[src/rtl/tdmt_pkg.sv]
package tdmt_pkg;

    localparam int CHAN_N     = 32;
    localparam int BIT_N      = 8;
    localparam int QTR_N      = 4;
    localparam int FRAME_CLKS = CHAN_N * BIT_N * QTR_N;
    localparam int CHAN_W     = $clog2(CHAN_N);
    localparam int BIT_W      = $clog2(BIT_N);
    localparam int QTR_W      = $clog2(QTR_N);
    localparam int POS_W      = CHAN_W + BIT_W + QTR_W;

    localparam logic [QTR_W-1:0] QTR_BOUND  = QTR_W'(0);
    localparam logic [QTR_W-1:0] QTR_SAMPLE = QTR_W'(2);
    localparam logic [QTR_W-1:0] QTR_LAST   = QTR_W'(QTR_N - 1);
    localparam logic [BIT_W-1:0] BIT_LAST   = BIT_W'(BIT_N - 1);

    typedef enum logic {
        CONV_LOW  = 1'b0,
        CONV_HIGH = 1'b1
    } fp_conv_e;

    typedef struct packed {
        logic [CHAN_W-1:0] chan;
        logic [BIT_W-1:0]  bitn;
        logic [QTR_W-1:0]  qtr;
    } slot_pos_t;

    // Position loaded on the edge that sees a pulse end: the active-high
    // convention starts half a master period later.
    function automatic logic [POS_W-1:0] resync_pos(fp_conv_e conv);
        return (conv == CONV_LOW) ? '0 : '1;
    endfunction

endpackage

[src/rtl/tdmt_fp_detect.sv]
module tdmt_fp_detect
    import tdmt_pkg::*;
#(
    parameter int PULSE_MAX = 8
) (
    input  logic     clk,
    input  logic     rst,
    input  logic     fp_i,
    output logic     pulse_o,
    output fp_conv_e pol_o,
    output logic     locked_o,
    output fp_conv_e conv_o,
    output logic     lost_o
);
    localparam int RUN_W = $clog2(PULSE_MAX + 2);
    localparam int GAP_W = $clog2(FRAME_CLKS + 2);
    localparam logic [RUN_W-1:0] RUN_LIM = RUN_W'(PULSE_MAX);
    localparam logic [GAP_W-1:0] GAP_LIM = GAP_W'(FRAME_CLKS);

    logic             fp_q;
    logic [RUN_W-1:0] run_q;
    logic [GAP_W-1:0] gap_q;
    logic             cand_v_q;
    fp_conv_e         cand_q;
    logic             locked_q;
    fp_conv_e         conv_q;
    logic             lost_q;
    logic             level_chg;
    logic             expire;

    assign level_chg = (fp_i != fp_q);
    assign pulse_o   = level_chg && (run_q <= RUN_LIM);
    assign pol_o     = fp_q ? CONV_HIGH : CONV_LOW;
    assign expire    = !pulse_o && (gap_q == GAP_LIM);

    always_ff @(posedge clk) begin
        if (rst) begin
            fp_q     <= fp_i;
            run_q    <= RUN_LIM + 1'b1;
            gap_q    <= '0;
            cand_v_q <= 1'b0;
            cand_q   <= CONV_LOW;
            locked_q <= 1'b0;
            conv_q   <= CONV_LOW;
            lost_q   <= 1'b0;
        end else begin
            fp_q <= fp_i;
            if (level_chg)
                run_q <= RUN_W'(1);
            else if (run_q <= RUN_LIM)
                run_q <= run_q + 1'b1;

            if (pulse_o)
                gap_q <= '0;
            else if (gap_q <= GAP_LIM)
                gap_q <= gap_q + 1'b1;

            if (pulse_o) begin
                if (cand_v_q && (cand_q == pol_o)) begin
                    locked_q <= 1'b1;
                    conv_q   <= pol_o;
                    lost_q   <= 1'b0;
                end else begin
                    locked_q <= 1'b0;
                end
                cand_v_q <= 1'b1;
                cand_q   <= pol_o;
            end else if (expire) begin
                locked_q <= 1'b0;
                lost_q   <= 1'b1;
                cand_v_q <= 1'b0;
            end
        end
    end

    assign locked_o = locked_q;
    assign conv_o   = conv_q;
    assign lost_o   = lost_q;

    assert_lost_unlocked_R8: assert property (@(posedge clk) disable iff (rst)
        lost_q |-> !locked_q);

    assert_lock_after_pulse_R2: assert property (@(posedge clk) disable iff (rst)
        $rose(locked_q) |-> $past(pulse_o));

endmodule

[src/rtl/tdmt_slot_counter.sv]
module tdmt_slot_counter
    import tdmt_pkg::*;
(
    input  logic      clk,
    input  logic      rst,
    input  logic      resync_i,
    input  fp_conv_e  pol_i,
    output slot_pos_t pos_o
);
    logic [POS_W-1:0] pos_q;

    always_ff @(posedge clk) begin
        if (rst)
            pos_q <= '0;
        else if (resync_i)
            pos_q <= resync_pos(pol_i);
        else
            pos_q <= pos_q + 1'b1;
    end

    assign pos_o = slot_pos_t'(pos_q);

    assert_resync_low_R3: assert property (@(posedge clk) disable iff (rst)
        (resync_i && pol_i == CONV_LOW) |=> (pos_q == '0));

    assert_resync_high_R3: assert property (@(posedge clk) disable iff (rst)
        (resync_i && pol_i == CONV_HIGH) |=> (pos_q == '1));

endmodule

[src/rtl/tdmt_lane.sv]
module tdmt_lane
    import tdmt_pkg::*;
(
    input  logic             clk,
    input  logic             rst,
    input  logic             rx_i,
    input  logic             smp_en_i,
    input  logic             cap_en_i,
    input  logic             shift_en_i,
    input  logic             load_en_i,
    input  logic [BIT_N-1:0] tx_byte_i,
    output logic [BIT_N-1:0] rx_byte_o,
    output logic             tx_o
);
    logic [BIT_N-1:0] rx_sh_q;
    logic [BIT_N-1:0] rx_hold_q;
    logic [BIT_N-1:0] tx_sh_q;
    logic [BIT_N-1:0] rx_next;

    assign rx_next = {rx_sh_q[BIT_N-2:0], rx_i};

    always_ff @(posedge clk) begin
        if (rst) begin
            rx_sh_q   <= '0;
            rx_hold_q <= '0;
            tx_sh_q   <= '0;
        end else begin
            if (smp_en_i)
                rx_sh_q <= rx_next;
            if (cap_en_i)
                rx_hold_q <= rx_next;
            if (load_en_i)
                tx_sh_q <= tx_byte_i;
            else if (shift_en_i)
                tx_sh_q <= {tx_sh_q[BIT_N-2:0], 1'b0};
        end
    end

    assign rx_byte_o = rx_hold_q;
    assign tx_o      = tx_sh_q[BIT_N-1];

endmodule

[src/rtl/tdm_frame_timer.sv]
module tdm_frame_timer
    import tdmt_pkg::*;
#(
    parameter int NSTREAM   = 8,
    parameter int PULSE_MAX = 8
) (
    input  logic                       clk,
    input  logic                       rst,
    input  logic                       fp_i,
    input  logic [NSTREAM-1:0]         rx_i,
    input  logic [NSTREAM*BIT_N-1:0]   tx_data_i,
    output logic [NSTREAM-1:0]         tx_o,
    output logic                       locked_o,
    output logic                       conv_gci_o,
    output logic                       frame_lost_o,
    output logic                       bit_stb_o,
    output logic                       smp_stb_o,
    output logic [CHAN_W-1:0]          chan_o,
    output logic [BIT_W-1:0]           bit_idx_o,
    output logic                       rx_valid_o,
    output logic [CHAN_W-1:0]          rx_chan_o,
    output logic [NSTREAM*BIT_N-1:0]   rx_data_o,
    output logic                       tx_load_o,
    output logic [CHAN_W-1:0]          tx_load_chan_o
);
    logic      pulse;
    fp_conv_e  pulse_pol;
    logic      locked;
    fp_conv_e  conv;
    logic      lost;
    slot_pos_t pos;
    logic      in_sample_q;
    logic      in_last_q;
    logic      last_bit;
    logic      rx_valid_q;
    logic [CHAN_W-1:0] rx_chan_q;

    tdmt_fp_detect #(.PULSE_MAX(PULSE_MAX)) u_detect (
        .clk      (clk),
        .rst      (rst),
        .fp_i     (fp_i),
        .pulse_o  (pulse),
        .pol_o    (pulse_pol),
        .locked_o (locked),
        .conv_o   (conv),
        .lost_o   (lost)
    );

    tdmt_slot_counter u_counter (
        .clk      (clk),
        .rst      (rst),
        .resync_i (pulse),
        .pol_i    (pulse_pol),
        .pos_o    (pos)
    );

    assign in_sample_q = (pos.qtr == QTR_SAMPLE);
    assign in_last_q   = (pos.qtr == QTR_LAST);
    assign last_bit    = (pos.bitn == BIT_LAST);

    for (genvar s = 0; s < NSTREAM; s++) begin : g_lane
        tdmt_lane u_lane (
            .clk        (clk),
            .rst        (rst),
            .rx_i       (rx_i[s]),
            .smp_en_i   (in_sample_q),
            .cap_en_i   (in_sample_q && last_bit),
            .shift_en_i (in_last_q && !last_bit),
            .load_en_i  (in_last_q && last_bit),
            .tx_byte_i  (tx_data_i[s*BIT_N +: BIT_N]),
            .rx_byte_o  (rx_data_o[s*BIT_N +: BIT_N]),
            .tx_o       (tx_o[s])
        );
    end

    always_ff @(posedge clk) begin
        if (rst) begin
            rx_valid_q <= 1'b0;
            rx_chan_q  <= '0;
        end else begin
            rx_valid_q <= locked && in_sample_q && last_bit;
            if (in_sample_q && last_bit)
                rx_chan_q <= pos.chan;
        end
    end

    assign locked_o       = locked;
    assign conv_gci_o     = (conv == CONV_HIGH);
    assign frame_lost_o   = lost;
    assign bit_stb_o      = locked && (pos.qtr == QTR_BOUND);
    assign smp_stb_o      = locked && in_sample_q;
    assign chan_o         = pos.chan;
    assign bit_idx_o      = pos.bitn;
    assign rx_valid_o     = rx_valid_q;
    assign rx_chan_o      = rx_chan_q;
    assign tx_load_o      = locked && in_last_q && last_bit;
    assign tx_load_chan_o = pos.chan + 1'b1;

    assert_valid_single_R6: assert property (@(posedge clk) disable iff (rst)
        rx_valid_q |=> !rx_valid_q);

    assert_tx_at_boundary_R7: assert property (@(posedge clk) disable iff (rst)
        (pos.qtr != QTR_LAST) |=> $stable(tx_o));

endmodule

[config.mk]
export PLATFORM = sky130hd
export DESIGN_NAME = tdm_frame_timer
export DESIGN_NICKNAME = d
export VERILOG_FILES = /design/src/rtl/tdmt_pkg.sv /design/src/rtl/tdmt_fp_detect.sv /design/src/rtl/tdmt_slot_counter.sv /design/src/rtl/tdmt_lane.sv /design/src/rtl/tdm_frame_timer.sv
export SDC_FILE = /design/constraint.sdc
export NUM_CORES = 1
export LEC_CHECK = 0
export BUFFER_PORTS_ARGS = -buffer_cell sky130_fd_sc_hd__buf_2
export CAP_MARGIN = 20
export CORE_MARGIN = 8
export CORE_UTILIZATION = 45
export CTS_CLUSTER_DIAMETER = 200
export DETAILED_ROUTE_END_ITERATION = 8
export HOLD_SLACK_MARGIN = 0.1
export PLACE_DENSITY = 0.67
export SETUP_SLACK_MARGIN = 0.5
export SYNTH_ARGS = -nofsm -noshare
export SYNTH_HDL_FRONTEND = slang
export SYNTH_SLANG_ARGS = --single-unit
[constraint.sdc]
create_clock -name clk -period 2.69 [get_ports clk]
set_clock_uncertainty 0.15 [all_clocks]
set_input_delay 0.269 -clock clk [delete_from_list [all_inputs] [get_ports clk]]
set_output_delay 0.269 -clock clk [all_outputs]
set_load 0.005 [all_outputs]
# After elaboration in Yosys (flattened, before gate mapping)
# Index checks and enable logic that the tools add are counted.
[classes]
add_sub_neg = 4
magnitude_cmp = 2
eq_ne = 7
muxes = 28
n_reduce_logical = 21
[ops]
columns = ["op", "count"]
rows = [
  ["$mux 8", 16],
  ["$mux 10", 2],
  ["$add 11x1->11 const B", 1],
  ["$eq 11x11->1 const B", 1],
  ["$le 11x11->1 const B", 1],
  ["$logic_and 1x1->1", 11],
  ["$add 10x1->10 const B", 1],
  ["$mux 1", 8],
  ["$mux 4", 2],
  ["$reduce_bool 2->1", 3],
  ["$add 5x1->5 const B", 1],
  ["$add 4x1->4 const B", 1],
  ["$eq 2x2->1 const B", 2],
  ["$le 4x4->1 const B", 1],
  ["$reduce_and 2->1", 2],
  ["$reduce_or 2->1", 2],
  ["$eq 3x3->1 const B", 1],
  ["$logic_not 1->1", 2],
  ["$logic_not 2->1", 1],
  ["$ne 2x2->1 const B", 1],
  ["$eq 1x1->1", 1],
  ["$ne 1x1->1", 1],
]
[word_totals]
ff_bits = 221
inputBits = 75
output_inout_bits = 97
elab_cells = 98

# Logic depth before layout (Yosys ltp)
# Gate-level depths: netlist of the first run.
[depth]
depth_word = 6
ltp_mapped = 9
mapped_depth_nobuf = 6

# Modules after synthesis
# A second synthesis of the first run with hierarchy kept.
[hier_totals]
hier_cells = 860
hier_area_um2 = 8913.5
[modules_own_cells]
columns = ["module", "n_inst", "cells_each", "area_per_inst_um2", "seq_area_each_um2"]
rows = [
  ["tdmt_lane", 8, 83, 888.4, 460.4],
  ["tdmt_fp_detect", 1, 111, 1011.0, 420.4],
  ["tdmt_slot_counter", 1, 46, 430.4, 200.2],
  ["tdm_frame_timer", 1, 39, 365.4, 120.1],
]

# Least setup slack after synthesis of the first run
# OpenSTA, ideal clock, no wires.
[synth_path]
kind = "flip-flop to output port"
startpoint = "register u_counter.pos_q[1], in the netlist u_counter.pos_o[1]"
endpoint = "output port tx_load_o"
arrival_time_ps = 1431
t_required_ps = 2271
path_slack_ps = 840
path_stages_with_launch = 6
n_path_buf = 3
path_cell_list = "dfxtp_1 -> ha_1 -> buf_2 -> clkbuf_1 -> clkbuf_1 -> and3_1"
[synth_between]
elab_chain_len = 3
[synth_rtl]
columns = ["item", "line", "rtl"]
rows = [
  ["start: declaration", "tdmt_slot_counter.sv:10", "logic [POS_W-1:0] pos_q;"],
  ["start signal: assignment", "tdmt_slot_counter.sv:16", "pos_q <= resync_pos(pol_i);"],
  ["start signal: assignment", "tdmt_slot_counter.sv:18", "pos_q <= pos_q + 1'b1;"],
  ["$eq 2x2->1", "tdm_frame_timer.sv:58", "assign in_last_q = (pos.qtr == QTR_LAST);"],
  ["$logic_and 1x1->1 (2 in series)", "tdm_frame_timer.sv:96", "assign tx_load_o = locked && in_last_q && last_bit;"],
  ["end: declaration", "tdm_frame_timer.sv:23", "output logic tx_load_o,"],
]
# No other way between the ends.

# Worst setup path after layout of the first run
# Same ends and word-level chain as after synthesis.

==> results.toml, run 1 <==
[floorplanning]
fp.dieH_microns = 154
die_area_sq_um = 23700
ios = 172
rows = 50
initial_core_util_pct = 45.8
core_area_sq_um = 18700
die_x_microns = 154

[hold_path]
hold_path_depth = 2
hold_class = "flip-flop to flip-flop"

[clocking]
cts.sinks = 221
cts_setup_buffers = 0
cts_buffers = 24
cts-root-buf = "clkbuf_16"
clkTransAtPathRegs_ps = 60
cts_tree = "yes"
clk_latency_ps = 510
clk_path_buf_depth = 3
cts-htree-levels = 1

[placed_design]
place_congestion = 0.756
dp.cells = 1331
port_buffers = 171
hpwlAfterDp_microns = 12900
place_ws_ps = 539

[pwr]
p_leak_uw = 0.00427
pwr-share-clk_pct = 44.8
sw_frac_of_total_pct = 23.1
p_comb_share_pct = 9.8
switchingPower_uw = 1770
internal_power_uw = 5890
p_per_area_nw_per_um2 = 685
irDropWorstVdd_uv = 615
seq_power_share_pct = 45.4

[flow_run]
cap_viol_max_count = 0

[yosys]
syn_nets = 1090
yosysTopAreaCell = "dfxtp_1"
syn_inst = 1007
syn_area_sq_um = 8560
synth_area_leaders = "dfxtp_1, nand2_1, mux2i_1, a311oi_1, nor2_1"
synth_top_area_share_pct = 51.7
synth-edff-count = 0
yosysWarnings = 0
ys_ff_latch = 221
ys_seq_area_share_pct = 51.7
synth_ff_type = "dfxtp_1"
synth.avg_cell_area_sq_um = 8.50
yosysUniqueCellTypes = 36
async_flop_share_pct = 0

[global_routing]
grt_pass1_wl_microns = 36900
antenna_found_initial = 0
grt_max_degree = 111
grt_pass1_vias = 7050
grtUsageTotal_pct = 18.4
grt-ovfl-total = 0

[sta]
tightest_slew_ps = 850
hold_ws_ps = 301
setup_ws_ps = 548
fmax_mhz = 467
min_period_ps = 2140
hold_violations = 0
finalSetupViolCount = 0
fin_crit_sh_pct = 79.6
setup-tns-final_ps = 0
max_slew_margin_pct = 43.3
slew_viol_final = 0
rsz0062_at_grt = "yes"

[setup_path]
critical_path_class = "flip-flop to primary output"
critPathLaunchType = "flip-flop"
path_max_fanout = 31
worstPathRequired_ps = 2270
rr_worst_depth = 5
worstSetupEndpointType = "primary output"
cp.arrival_ps = 1720

[run_status]
status = "completed"

[drt]
drc = 0
vias_per_cell = 5.15
routed_wl_microns = 22900
dr.pass1.iters = 4
final_antenna_net_count = 0
vias = 7500
drtIter0Drc = 442
wl_per_cell_microns = 15.8

[cells_and_area]
syn2layout_area_growth_pct = 30.8
nets = 1285
layout_commonest_cell = "nand2_1"
final_cell_mix = "nand2_1, dfxtp_1, buf_2, nor2_1, a21oi_1"
fillers = 1656
fin_cells = 1455
drive_above_1_share_pct = 20.0
==> critical path: stages (launching register included) <==
cell and delay [ps]:
dfxtp_2 420, ha_4 270, buf_16 220, and3_1 180, buf_2 120
==> cell type report <==
class	instances	area, sq um	share of cell area [%]
Sequential cell	221	4430	39.6
Multi-Input combinational cell	680	3670	32.8
Timing Repair Buffer	260	1890	16.9
Clock buffer	33	706	6.30
Tap cell	234	293	2.62
Clock inverter	10	133	1.18
Inverter	15	60.1	0.536
Antenna cell	2	5.00	0.0447
==> power by group through the flow <==
stage / sequential [uW] / clock, uW / combinational (uW)
finish: 3480 / 3440 / 749
global route: 3490 / 3650 / 826
CTS: 3480 / 3510 / 736
detailed placement: 3550 / 0 / 584
global placement: 3540 / 0 / 578
floorplan: 3520 / 0 / 440
==> through the flow <==
step           util [%]  cell area (sq um)  total power [uW]
2_1_floorplan         -               8560              3960
3_3_place_gp       50.4               9430              4120
4_1_cts            59.7              11200              7730
6_report           59.8              11200              7670
5_1_grt            59.8              11200              7970
3_5_place_dp       50.4               9430              4130
==> metal layers <==
layer	up-vias	wire, microns	GRT usage (%)
met2	207	10700	29.8
met1	3505	10400	23.8
met4	0	621	6.39
met3	49	1280	4.20
li1	3739	-	-
met5	-	0	0
==> Yosys cell counts (all sizes together), types with 2 or more instances <==
cell type	n
xnor2	12
xor2	11
nor2	125
and2	4
nand3	17
nand2b	2
nand2	263
buf	45
o21ai	14
nor3	5
a311oi	56
clkbuf	46
mux2i	58
a31oi	2
dfxtp	221
or3	2
inv	14
a21oi	80
ha	8
nand4	4
o32ai	2
and3	6
==> timing repair <==
action / 4_1_cts / 5_1_grt
hold endpoints to repair: 84 / 0
hold buffers: 74 / 0
resized for setup: 6 / 8
endpoints found under the setup margin: 5 / 4
gates cloned: 4 / 1
==> registers in the layout, indices dropped and copies added, names as in the netlist, 4 cells and up <==
register and cells:
g_lane.u_lane.rx_byte_o 64, g_lane.u_lane.rx_sh_q 56, g_lane.u_lane.tx_sh_q 64, rx_chan_o 5, u_counter.pos_o 10, u_detect.gap_q 11, u_detect.run_q 4
==> cell families after synthesis <==
logic type               after synthesis  share of synthesized area [%]
adder cells (fa/ha/maj)                8                           1.17
XOR/XNOR                              23                           2.35
flip-flops                           221                           51.7
AO/OA/AOI/OAI                        156                           11.8
multiplexers                          58                           6.78
AND/OR/NAND/NOR                      435                           20.3
buffers and inverters                106                           5.88
==> worst paths after layout <==
kind / start / endpoint / slack (ps)
worst min-delay path: g_lane[2].u_lane.rx_byte_o[5]$_SDFFE_PP0P_ / g_lane[2].u_lane.rx_byte_o[5]$_SDFFE_PP0P_ / 300
worst max register to register: u_counter.pos_o[1]$_SDFF_PP0_ / g_lane[7].u_lane.tx_sh_q[0]$_SDFFE_PP0P_ / 670
worst max-delay path: u_counter.pos_o[1]$_SDFF_PP0_ / tx_load_o / 550
worst min register to register: g_lane[2].u_lane.rx_byte_o[5]$_SDFFE_PP0P_ / g_lane[2].u_lane.rx_byte_o[5]$_SDFFE_PP0P_ / 300
Note: power is estimated with default switching activity, not from simulation.
==> run 2, diff against run 1 <==
--- a/config.mk
+++ b/config.mk
@@ -5,6 +5,7 @@
 export SDC_FILE = /design/constraint.sdc
 export NUM_CORES = 1
 export LEC_CHECK = 0
+export ABC_AREA = 1
 export BUFFER_PORTS_ARGS = -buffer_cell sky130_fd_sc_hd__buf_2
 export CAP_MARGIN = 20
 export CORE_MARGIN = 8
@@ -12,7 +13,7 @@
 export CTS_CLUSTER_DIAMETER = 200
 export DETAILED_ROUTE_END_ITERATION = 8
 export HOLD_SLACK_MARGIN = 0.1
-export PLACE_DENSITY = 0.67
+export PLACE_DENSITY = 0.7
 export SETUP_SLACK_MARGIN = 0.5
 export SYNTH_ARGS = -nofsm -noshare
 export SYNTH_HDL_FRONTEND = slang
==> constraint.sdc (replaced) <==
create_clock -name clk -period 1.9 [get_ports clk]
set_clock_uncertainty 0.15 [all_clocks]
set_input_delay 0.19 -clock clk [delete_from_list [all_inputs] [get_ports clk]]
set_output_delay 0.19 -clock clk [all_outputs]
set_load 0.005 [all_outputs]
==> run 2 against run 1 <==
  * Non-clock buffer count rose by 105
  * Wire length rose by 43%
  * Clock-buffer cell count fell by 5
  * Total power rose by 52%
  * Largest power group unchanged
  * Largest cell class is now multi-input gates
==> results.toml, run 2 <==
[run_status]
status = "completed"

[yosys]
yosysUniqueCellTypes = 29
yosysWarnings = 0
synth.avg_cell_area_sq_um = 7.56
yosysTopAreaCell = "dfxtp_1"
synth_ff_type = "dfxtp_1"
synth_area_leaders = "dfxtp_1, nor2_1, nand2_1, a21oi_1, o21ai_0"
ys_ff_latch = 221
syn_inst = 1159
ys_top_cells_by_count = "nor2_1, nand2_1, dfxtp_1"
synth_most_common_cell = "nor2_1"
synth-edff-count = 0
syn_nets = 1242
async_flop_share_pct = 0
syn_area_sq_um = 8770
ys_seq_area_share_pct = 50.5
synth_top_area_share_pct = 50.5

[drt]
drtIter0Drc = 571
drc = 0
vias_per_cell = 5.40
vias = 9402
routed_wl_microns = 32800
final_antenna_net_count = 0
wl_per_cell_microns = 18.8
dr.pass1.iters = 7

[setup_path]
max_stage_delay_ps = 350
cp_top_family = "buffers and inverters"
worstPathCellList = "inv_4 > ha_4 > buf_6 > inv_8 > nor2_4 > buf_12 > buf_8 > buf_6 > buf_16 > nand2_2 > a21oi_1"
rr_worst_depth = 11
ff2ff_setup_slack_ps = 50
worstSetupEndpointType = "flip-flop"
worst_r2r_startpoint = "u_counter.pos_o[0]$_SDFF_PP0_"
worstPathRequired_ps = 2170
cp_common_cell = "buf_6"
cp_num_buf_inv = 7
critical_path_class = "flip-flop to flip-flop"
regToRegEndpoint = "g_lane[0].u_lane.rx_byte_o[2]$_SDFFE_PP0P_"
cp.arrival_ps = 2130
critPathLaunchType = "flip-flop"
path_max_fanout = 5
cp_slowest_cell = "dfxtp_4"

[hold_path]
hold_path_startpoint = "fp_i"
hold_end = "u_detect.fp_q$_DFF_P_"
hold_path_depth = 2
hold_class = "input pin to flip-flop"

[sta]
slew_viol_final = 0
max_slew_margin_pct = 48.4
finalSetupViolCount = 0
fin_crit_sh_pct = 97.6
rsz0062_at_grt = "yes"
hold_violations = 0
tightest_slew_ps = 774
hold_ws_ps = 226
min_period_ps = 1850
fmax_mhz = 539

[floorplanning]
die_x_microns = 156
die_area_sq_um = 24200
core_area_sq_um = 19300
rows = 51
fp.dieH_microns = 156
ios = 172
initial_core_util_pct = 45.5

[clocking]
cts.sinks = 221
cts_buffers = 23
clk_path_buf_depth = 3
cts-htree-levels = 1
clk_latency_ps = 510
clkTransAtPathRegs_ps = 70
cts_tree = "yes"
cts-root-buf = "clkbuf_16"

[cells_and_area]
layout_commonest_cell = "dfxtp_1"
design_area_sq_um = 14200
antennaDiodeCount = 0
syn2layout_area_growth_pct = 62.5
drive_above_1_share_pct = 37.2
nets = 1543
fillers = 1241
final_cell_mix = "dfxtp_1, nor2_1, nand2_1, buf_2, a21oi_1"

[global_routing]
grt-ovfl-total = 0
grtUsageTotal_pct = 24.8
grt_pass1_vias = 9098
grt_max_degree = 75
antenna_found_initial = 0
grt_pass1_wl_microns = 49100

[placed_design]
hpwlAfterDp_microns = 13700
placed_area_sq_um = 9730
place_congestion = 0.831
port_buffers = 171

[pwr]
irDropWorstVdd_uv = 660
p_leak_uw = 0.00606
p_per_area_nw_per_um2 = 819

[flow_run]
cap_viol_max_count = 0
[run 2: changes by cell type after synthesis, sizes merged, moves of 8 or more]
cell	change
nor2	+111
inv	+31
a311oi	-56
a211oi	+20
o21ai	+115
buf	+8
xnor2	-9
nand2	-39
mux2i	-58
a21oi	+62
[run 2: how the worst max path moves through the flow]
stage,startpoint,to,cells past startpoint
after floorplan,u_counter.pos_o[1]$_SDFF_PP0_,g_lane[0].u_lane.tx_sh_q[3]$_SDFFE_PP0P_,7
after global placement,u_counter.pos_o[2]$_SDFF_PP0_,g_lane[2].u_lane.tx_sh_q[3]$_SDFFE_PP0P_,6
after detailed placement,u_counter.pos_o[0]$_SDFF_PP0_,g_lane[4].u_lane.rx_sh_q[0]$_SDFFE_PP0N_,6
after CTS,u_counter.pos_o[6]$_SDFF_PP0_,tx_load_chan_o[4],4
after global routing,u_counter.pos_o[0]$_SDFF_PP0_,g_lane[0].u_lane.rx_byte_o[2]$_SDFFE_PP0P_,11
final,u_counter.pos_o[0]$_SDFF_PP0_,g_lane[0].u_lane.rx_byte_o[2]$_SDFFE_PP0P_,11
[run 2: through the flow]
stage	cells	power [uW]	TNS [ps]	worst slack [ps]	utilization [%]
4_1_cts	1724	11400	0	118	69.9
3_5_place_dp	1520	5870	0	199	50.5
6_report	1742	11700	0	45.5	73.9
5_1_grt	1742	12100	-41.0	-41.0	73.9
3_3_place_gp	1520	5850	0	229	50.5
2_1_floorplan	1159	5610	0	502	-
[run 2: report_power, final]
part | switching (uW) | leakage, uW | internal [uW]
combinational | 833 | 0.00385 | 826
sequential | 207 | 0.00180 | 4830
clock | 1930 | 0.000407 | 3030
total | 2970 | 0.00606 | 8690
[run 2: kinds of logic (layout without fill, tap and decap cells)]
kind of cell               after synthesis  count (layout)  share of synthesized area, %
AOI/OAI and AO/OA                      294             294                          18.0
xor gates and xnor gates                 9               9                         0.899
adders and majority gates                8               8                          1.14
buffers and inverters                  137             454                          7.68
DFF                                    221             221                          50.5
and+or+nand+nor                        490             491                          21.8
[run 2: final cells by class]
cell class              instances  area, sq um  area share [%]
clock buffers                  28          624            4.38
multi-input cells             802         4550            32.0
repair inverters                2         22.5           0.158
clock inverters                14          208            1.46
well taps                     265          332            2.33
repair buffers                365         3810            26.7
flip-flops and latches        221         4460            31.3
inverters                      45          236            1.66
[run 2: layer usage]
layer  global-route usage [%]  vias to the layer above  share of wire (%)
met5                        0                        -                  0
met4                     7.81                        0                3.7
met3                     5.35                       99                8.9
met2                     43.5                      504                 50
met1                     29.6                     4415                 38
li1                         -                     4384                  -
[run 2: what timing repair did]
item | 4_1_cts | 5_1_grt
pin swaps | 36 | 45
setup endpoints to repair | 213 | 235
cloned | 37 | 7
gates resized for setup | 211 | 165
buffers inserted | 51 | 11
hold buffers | 74 | 0
endpoints found under the hold margin | 96 | 0
